## src/rtl/cfgp_pkg.sv

```systemverilog
package cfgp_pkg;
  localparam int unsigned DW      = 8;
  localparam int unsigned IDX_W   = 8;
  localparam int unsigned BANK_N  = 32;
  localparam logic [7:0]  BANK_LO = 8'hE0;

  // Indices whose window writes are always dropped.
  function automatic logic idx_read_only(input logic [7:0] i);
    if (i < BANK_LO) return 1'b1;
    case (i)
      8'hE4, 8'hE5, 8'hE9, 8'hEA, 8'hEB, 8'hEC, 8'hED,
      8'hF3, 8'hF5, 8'hF7, 8'hF9, 8'hFA, 8'hFB,
      8'hFD, 8'hFE, 8'hFF: return 1'b1;
      default:             return 1'b0;
    endcase
  endfunction

  // Full write policy: range filter plus the two value-locked registers.
  function automatic logic write_ok(input logic [7:0] i, input logic [7:0] d);
    if (idx_read_only(i)) return 1'b0;
    if (i == 8'hE7)       return d == 8'hFE;
    if (i == 8'hE8)       return d == 8'hBE;
    return 1'b1;
  endfunction

  function automatic logic [7:0] reset_val(input logic [7:0] i);
    case (i)
      8'hE0:   return 8'h3C;
      8'hE2:   return 8'h03;
      8'hE3:   return 8'hFC;
      8'hE6:   return 8'hDE;
      8'hE7:   return 8'hFE;
      8'hE8:   return 8'hBE;
      default: return 8'h00;
    endcase
  endfunction
endpackage

```

## src/rtl/cfgp_decode.sv

```systemverilog
module cfgp_decode #(
  parameter int unsigned ADDR_W    = 16,
  parameter logic [ADDR_W-1:0] BASE_ADDR = 16'h03F0,
  parameter int unsigned EN_BIT    = 1
) (
  input  logic [7:0]        cfg_enable,
  input  logic [ADDR_W-1:0] bus_addr,
  input  logic              bus_wr,
  input  logic              bus_rd,
  output logic              port_on,
  output logic              sel_wr,
  output logic              win_wr,
  output logic              win_rd
);
  localparam logic [ADDR_W-1:0] WIN_ADDR = BASE_ADDR + 1'b1;

  logic at_sel, at_win;
  logic unused_en;

  assign unused_en = ^cfg_enable;
  assign port_on   = cfg_enable[EN_BIT];
  assign at_sel    = (bus_addr == BASE_ADDR);
  assign at_win    = (bus_addr == WIN_ADDR);
  assign sel_wr    = port_on & bus_wr & at_sel;
  assign win_wr    = port_on & bus_wr & at_win;
  assign win_rd    = port_on & bus_rd & at_win;
endmodule

```

## src/rtl/cfgp_index.sv

```systemverilog
module cfgp_index
  import cfgp_pkg::*;
(
  input  logic             clk,
  input  logic             rst_n,
  input  logic             sel_wr,
  input  logic [DW-1:0]    wdata,
  output logic [IDX_W-1:0] idx_q
);
  always_ff @(posedge clk) begin
    if (!rst_n)      idx_q <= '0;
    else if (sel_wr) idx_q <= wdata;
  end
endmodule

```

## src/rtl/cfgp_bank.sv

```systemverilog
module cfgp_bank
  import cfgp_pkg::*;
(
  input  logic             clk,
  input  logic             rst_n,
  input  logic             win_wr,
  input  logic [IDX_W-1:0] idx_q,
  input  logic [DW-1:0]    wdata,
  output logic [DW-1:0]    sel_q,
  output logic             wr_accept
);
  localparam int unsigned SLOT_W = $clog2(BANK_N);

  logic [DW-1:0] slot [BANK_N];

  assign wr_accept = win_wr & write_ok(idx_q, wdata);

  for (genvar s = 0; s < BANK_N; s++) begin : g_slot
    localparam logic [7:0] SLOT_IDX = 8'(int'(BANK_LO) + s);
    if (idx_read_only(SLOT_IDX)) begin : g_const
      assign slot[s] = '0;
    end else begin : g_store
      logic [DW-1:0] q;
      always_ff @(posedge clk) begin
        if (!rst_n)
          q <= reset_val(SLOT_IDX);
        else if (wr_accept && idx_q == SLOT_IDX)
          q <= wdata;
      end
      assign slot[s] = q;
    end
  end

  assign sel_q = (idx_q >= BANK_LO) ? slot[idx_q[SLOT_W-1:0]] : '0;
endmodule

```

## src/rtl/cfgp_port.sv

```systemverilog
module cfgp_port #(
  parameter int unsigned ADDR_W    = 16,
  parameter logic [ADDR_W-1:0] BASE_ADDR = 16'h03F0,
  parameter int unsigned EN_BIT    = 1
) (
  input  logic              clk,
  input  logic              rst_n,
  input  logic [7:0]        cfg_enable,
  input  logic [ADDR_W-1:0] bus_addr,
  input  logic              bus_wr,
  input  logic              bus_rd,
  input  logic [7:0]        bus_wdata,
  output logic [7:0]        bus_rdata
);
  logic       port_on, sel_wr, win_wr, win_rd, wr_accept;
  logic [7:0] idx_q, sel_q;

  cfgp_decode #(.ADDR_W(ADDR_W), .BASE_ADDR(BASE_ADDR), .EN_BIT(EN_BIT)) u_dec (
    .cfg_enable(cfg_enable), .bus_addr(bus_addr), .bus_wr(bus_wr), .bus_rd(bus_rd),
    .port_on(port_on), .sel_wr(sel_wr), .win_wr(win_wr), .win_rd(win_rd)
  );

  cfgp_index u_idx (
    .clk(clk), .rst_n(rst_n), .sel_wr(sel_wr), .wdata(bus_wdata), .idx_q(idx_q)
  );

  cfgp_bank u_bank (
    .clk(clk), .rst_n(rst_n), .win_wr(win_wr), .idx_q(idx_q), .wdata(bus_wdata),
    .sel_q(sel_q), .wr_accept(wr_accept)
  );

  assign bus_rdata = win_rd ? sel_q : 8'hFF;
endmodule

```

## config.mk

```make
export PLATFORM = sky130hd
export DESIGN_NAME = cfgp_port
export DESIGN_NICKNAME = d
export VERILOG_FILES = /design/src/rtl/cfgp_pkg.sv /design/src/rtl/cfgp_decode.sv /design/src/rtl/cfgp_index.sv /design/src/rtl/cfgp_bank.sv /design/src/rtl/cfgp_port.sv
export SDC_FILE = /design/constraint.sdc
export NUM_CORES = 1
export LEC_CHECK = 0
export BUFFER_PORTS_ARGS = -buffer_cell sky130_fd_sc_hd__buf_2
export CAP_MARGIN = 20
export CORE_MARGIN = 2
export CORE_UTILIZATION = 35
export CTS_BUF_LIST = sky130_fd_sc_hd__clkbuf_8
export CTS_CLUSTER_SIZE = 25
export DETAILED_ROUTE_END_ITERATION = 8
export PLACE_DENSITY = 0.61
export SETUP_SLACK_MARGIN = 0.15
export SYNTH_ARGS = -nofsm -noshare
export SYNTH_HDL_FRONTEND = slang
export SYNTH_SLANG_ARGS = --single-unit
```

## constraint.sdc

```tcl
create_clock -name clk -period 6.6 [get_ports clk]
set_input_delay 1.32 -clock clk [delete_from_list [all_inputs] [get_ports clk]]
set_output_delay 1.32 -clock clk [all_outputs]
set_load 0.01 [all_outputs]
```

**After elaboration in Yosys (flattened, before gate mapping)**

Index checks and enable logic that the tools add are counted.

- Flip-flop bits (word level): 136
- Bits in latches: 0
- Memory bits (writable): 0
- ROM bits: 0
- Input bits: 36
- Output and inout port bits: 8
- Memories: 0

- Add/sub/neg operators: 0
- $mul: 0
- Divide/modulo/power cells: 0
- $lt $le $gt $ge: 3
- Equal/unequal tests: 36
- Shifts and indexed selects: 0
- Muxes and demuxes: 21
- Bitwise logic cells: 7
- Reductions and logical operators: 17

Operator list:

| kind | count |
|---|---|
| 8-bit equality test, second input constant | 34 |
| 8-bit binary-select mux with 5-bit select | 1 |
| 16-bit by 10-bit equality test with 1-bit output, second input constant | 2 |
| 8-bit 2-to-1 mux | 4 |
| 1-bit logical AND | 16 |
| 1-bit 2-to-1 mux | 16 |
| 16-bit OR reduction | 1 |
| 8-bit greater-or-equal comparator, second input constant | 1 |
| 8-bit less-than comparator, second input constant | 1 |
| 1-bit bitwise AND | 6 |
| 6-bit greater-or-equal comparator, second input constant | 1 |
| 5-bit inverter with 6-bit output | 1 |

**Longest topological paths before layout**

- Depth after elaboration: 13
- Gate-level depth with buffers: 9

**Hierarchy**

Synthesis repeated with hierarchy kept, for this count alone.

- Cell total of the unflattened synthesis: 660
- Area total of the unflattened synthesis: 6382.4 um^2

By module, submodules not included:

| module | times used | cells each | area each (um^2) | seq. area each (um^2) |
|---|---|---|---|---|
| cfgp_bank | 1 | 618 | 5931.9 | 2562.5 |
| cfgp_index | 1 | 25 | 301.5 | 160.2 |
| cfgp_decode | 1 | 9 | 98.8 | 0.0 |
| cfgp_port | 1 | 8 | 50.0 | 0.0 |

**Worst setup path after synthesis**

No wires, ideal clock.

- Path type: input port to output port
- Start point: input bus_addr[14]
- End point: output bus_rdata[1]
- Arrival: 2.477 ns
- Setup slack: 2.803 ns
- Stages on the path: 5
- Path through: nor4_4 nand4_1 inv_1 nand3_1 a31o_2

- Cells in the longest elaborated chain, start to end: 3

Ends and longest elaborated chain:

| element | RTL line | text |
|---|---|---|
| from (decl) | cfgp_port.sv:9 | `input logic [ADDR_W-1:0] bus_addr,` |
| 16-bit by 10-bit equality test with 1-bit output | cfgp_decode.sv:23 | `assign at_win = (bus_addr == WIN_ADDR);` |
| 1-bit bitwise AND | cfgp_decode.sv:26 | `assign win_rd = port_on & bus_rd & at_win;` |
| 8-bit 2-to-1 mux | cfgp_port.sv:32 | `assign bus_rdata = win_rd ? sel_q : 8'hFF;` |
| to (decl) | cfgp_port.sv:13 | `output logic [7:0] bus_rdata` |

Every way passes these cells.

**Worst setup path after layout**

- Start point: register u_idx.idx_q[0]
- End point: output bus_rdata[0]

- Cells in the longest elaborated chain, start to end: 6
- Elaborated cells between the ends (all ways): 7
- Classes of those cells: 1 x order compare; 5 x mux; 1 x bitwise

Ends and longest elaborated chain:

| element | RTL line | text |
|---|---|---|
| from (decl) | cfgp_index.sv:8 | `output logic [IDX_W-1:0] idx_q` |
| from (signal assigned) | cfgp_index.sv:12 | `else if (sel_wr) idx_q <= wdata;` |
| 5-bit inverter with 6-bit output (implied by the code) | cfgp_bank.sv:34 | `assign sel_q = (idx_q >= BANK_LO) ? slot[idx_q[SLOT_W-1:0]] : '0;` |
| 8-bit binary-select mux with 5-bit select | cfgp_bank.sv:34 |  |
| 8-bit 2-to-1 mux (implied by the code) (2 in series) | cfgp_bank.sv:34 |  |
| 8-bit 2-to-1 mux * | cfgp_bank.sv:34 |  |
| 8-bit 2-to-1 mux * | cfgp_port.sv:32 |  |

Mark *: on every way between the ends. The rest lies on a longest branch, timed or not. The select of a mux whose other input is x is not followed.

==> qor.yml <==
final_common_cell: "dfxtp_1"
grt_pass1_vias: 4622
ys_seq_area_share_pct: 43.2
cts_buffer_depth: 2
crit_required_ns: 5.28
maxSlewHeadroom_pct: 30.3
max_stage_delay_ns: 0.78
cts-resized-gates: 0
cp_max_fo: 23
final_cells: 914
drt_iter0_drc: 401
ir_worst_vdd_mv: 0.100
gr-usage-all-layers_pct: 18.2
synth_top_cell_by_area: "dfxtp_1"
async_flop_share_pct: 0
clock-sinks: 136
period_needed_ns: 4.51
cts_setup_buffers: 0
maxCapViolations: 0
clock_latency_ns: 0.46
ys_types: 56
setup_viol: 0
drive_gt1_share_pct: 17.2
synth_nets: 701
gp_congestion: 0.802
die-area_um2: 19100
hold_buffers: 0
worstSetupStartpointType: "flip-flop"
core_um2: 17800
synth_edf_count: 0
path_cells: "buf_4 > nor2b_1 > a22oi_1 > o2111ai_1 > a21o_1 > buf_2"
die_h_um: 138
crit_type: "reg -> out"
critPathCaptureType: "primary output"
synthToLayoutAreaGrowth_pct: 11.8
fin_tns_setup_ns: 0
yosys-top-cells-area: "dfxtp_1 (43%), mux2i_1 (10%), nand3_1 (6.3%)"
arrival_ns: 3.19
insertedDiodeCount: 0
power_density_nw_per_um2: 227
synth_seq_cells: 136
final_nets: 708
cts_tree: "done"
fp.dieW_um: 138
grt_max_degree: 69
dp.cells: 882
synth_cells: 665
dr_total_vias: 5047
period_share_pct: 68.4
drc: 0
synth.top_cell.area_share_pct: 43.2
fin_worst_skew_ns: 0.0114
syn_area_per_cell_um2: 9.48
row_count: 49
most-common-layout-cells: "dfxtp_1 (135), nand3_1 (79), mux2i_1 (64), nand2_1 (63), o21ai_1 (38)"
ctsHtreeMaxLevel: 4
drt-pass1-iter-count: 5
yosys_warnings: 0
drv_slew: 0
root_buffer: "clkbuf_8"
io_buffers: 36
clkSlewWorstSetupHoldPaths_ns: 0.07
grt_setup_unrepaired: "no"
slowest_stage: "nor2b_1"
initial_core_util_pct: 35.3
grt-ovfl-total: 0
syn-cell-area_um2: 6300
leakage_nw: 2.37
wl_per_cell_um: 18.9
ant_nets: 0
vias_per_cell: 5.52
grt_pass1_wl_um: 27200
antenna_found_initial: 0
ios: 44
status: "completed"
dp.final_hpwl_um: 10900
hold_class: "reg -> reg"
synth_ff_type: "dfxtp_1"
tightest_slew_ns: 1.04
cts_made_buffers: 17
fmax_mhz: 222
hold_viol_final: 0
wl_um: 17300
fill_cells: 1783
## final timing paths
check	startpoint	end	slack, ns	cells past startpoint
max	u_idx.idx_q[0]	bus_rdata[0]	2.09	6
max reg2reg	u_idx.idx_q[0]	u_bank.g_slot[8].g_store.q[6]	3.76	6
min	u_bank.g_slot[8].g_store.q[5]	u_bank.g_slot[8].g_store.q[5]	0.45	1
min reg2reg	u_bank.g_slot[8].g_store.q[5]	u_bank.g_slot[8].g_store.q[5]	0.45	1
## cell families (layout without fill, tap and decap cells)
family                 Yosys count  in the layout  synth area share (%)
muxes                           80             80                  14.6
DFF                            136            136                  43.2
buffers and inverters           62             82                  4.17
and+or+nand+nor                261            261                  25.9
AOI/OAI and AO/OA              126            126                  12.1
## worst max-delay path, delay by kind of cell, from the launching register on
kind            cells  cell delay, ns
compound gates      3            0.65
buf+inv             2            0.56
simple gates        1            0.78
flops               1            0.74
## layout make-up
cell class | count | area, µm² | share of cell area [%]
sequential | 136 | 2720 | 38.7
inverter | 4 | 15.0 | 0.213
timing repair buffer | 46 | 258 | 3.66
tap | 229 | 287 | 4.07
clock buffer | 21 | 289 | 4.10
clock inverter | 11 | 130 | 1.85
multi-input combinational | 467 | 3340 | 47.5
## power by group
part	switching, mW	leakage (nW)	internal, mW
sequential	0.000000320	1.10	0.820
clock	0.316	0.223	0.407
combinational	0.0388	1.05	0.0134
## metrics by stage
step / utilization [%] / hold slack (ns) / power (mW) / worst slack [ns] / cell area, µm²
floorplan: - / 0.411 / 0.867 / 2.80 / 6300
global placement: 37.1 / 0.426 / 0.891 / 2.10 / 6630
detailed placement: 37.1 / 0.431 / 0.891 / 2.10 / 6630
CTS: 39.5 / 0.455 / 1.61 / 2.07 / 7050
global route: 39.5 / 0.463 / 1.65 / 1.85 / 7050
finish: 39.5 / 0.453 / 1.60 / 2.09 / 7050
## sequential cells by signal, indices dropped and copies added, names as in the netlist
| signal | cells |
|---|---|
| u_bank.g_slot.g_store.q | 128 |
| u_idx.idx_q | 8 |
## cells in the mapped netlist, types with 4 or more instances
cell	number
nand4_4	4
o211ai_1	4
mux4_2	9
mux2_2	7
clkbuf_1	33
nand3_1	79
inv_1	4
mux2i_1	64
a221oi_1	4
nand2_1	63
nand4_1	10
a21oi_1	11
o21ai_1	38
nor2_1	12
nor4_4	6
buf_1	5
a31o_2	6
and3_1	4
a31oi_1	5
nand3b_1	17
buf_2	18
nor2b_1	34
o21ai_0	37
nor4b_1	4
dfxtp_1	136
## layer usage
metal / track usage, % / share of wire [%]
met4: 7.47 / 1.8
met1: 25.5 / 48
met3: 3.01 / 4.7
met5: 0 / 0
met2: 28.1 / 46
Power figures use the tool's default switching activity.
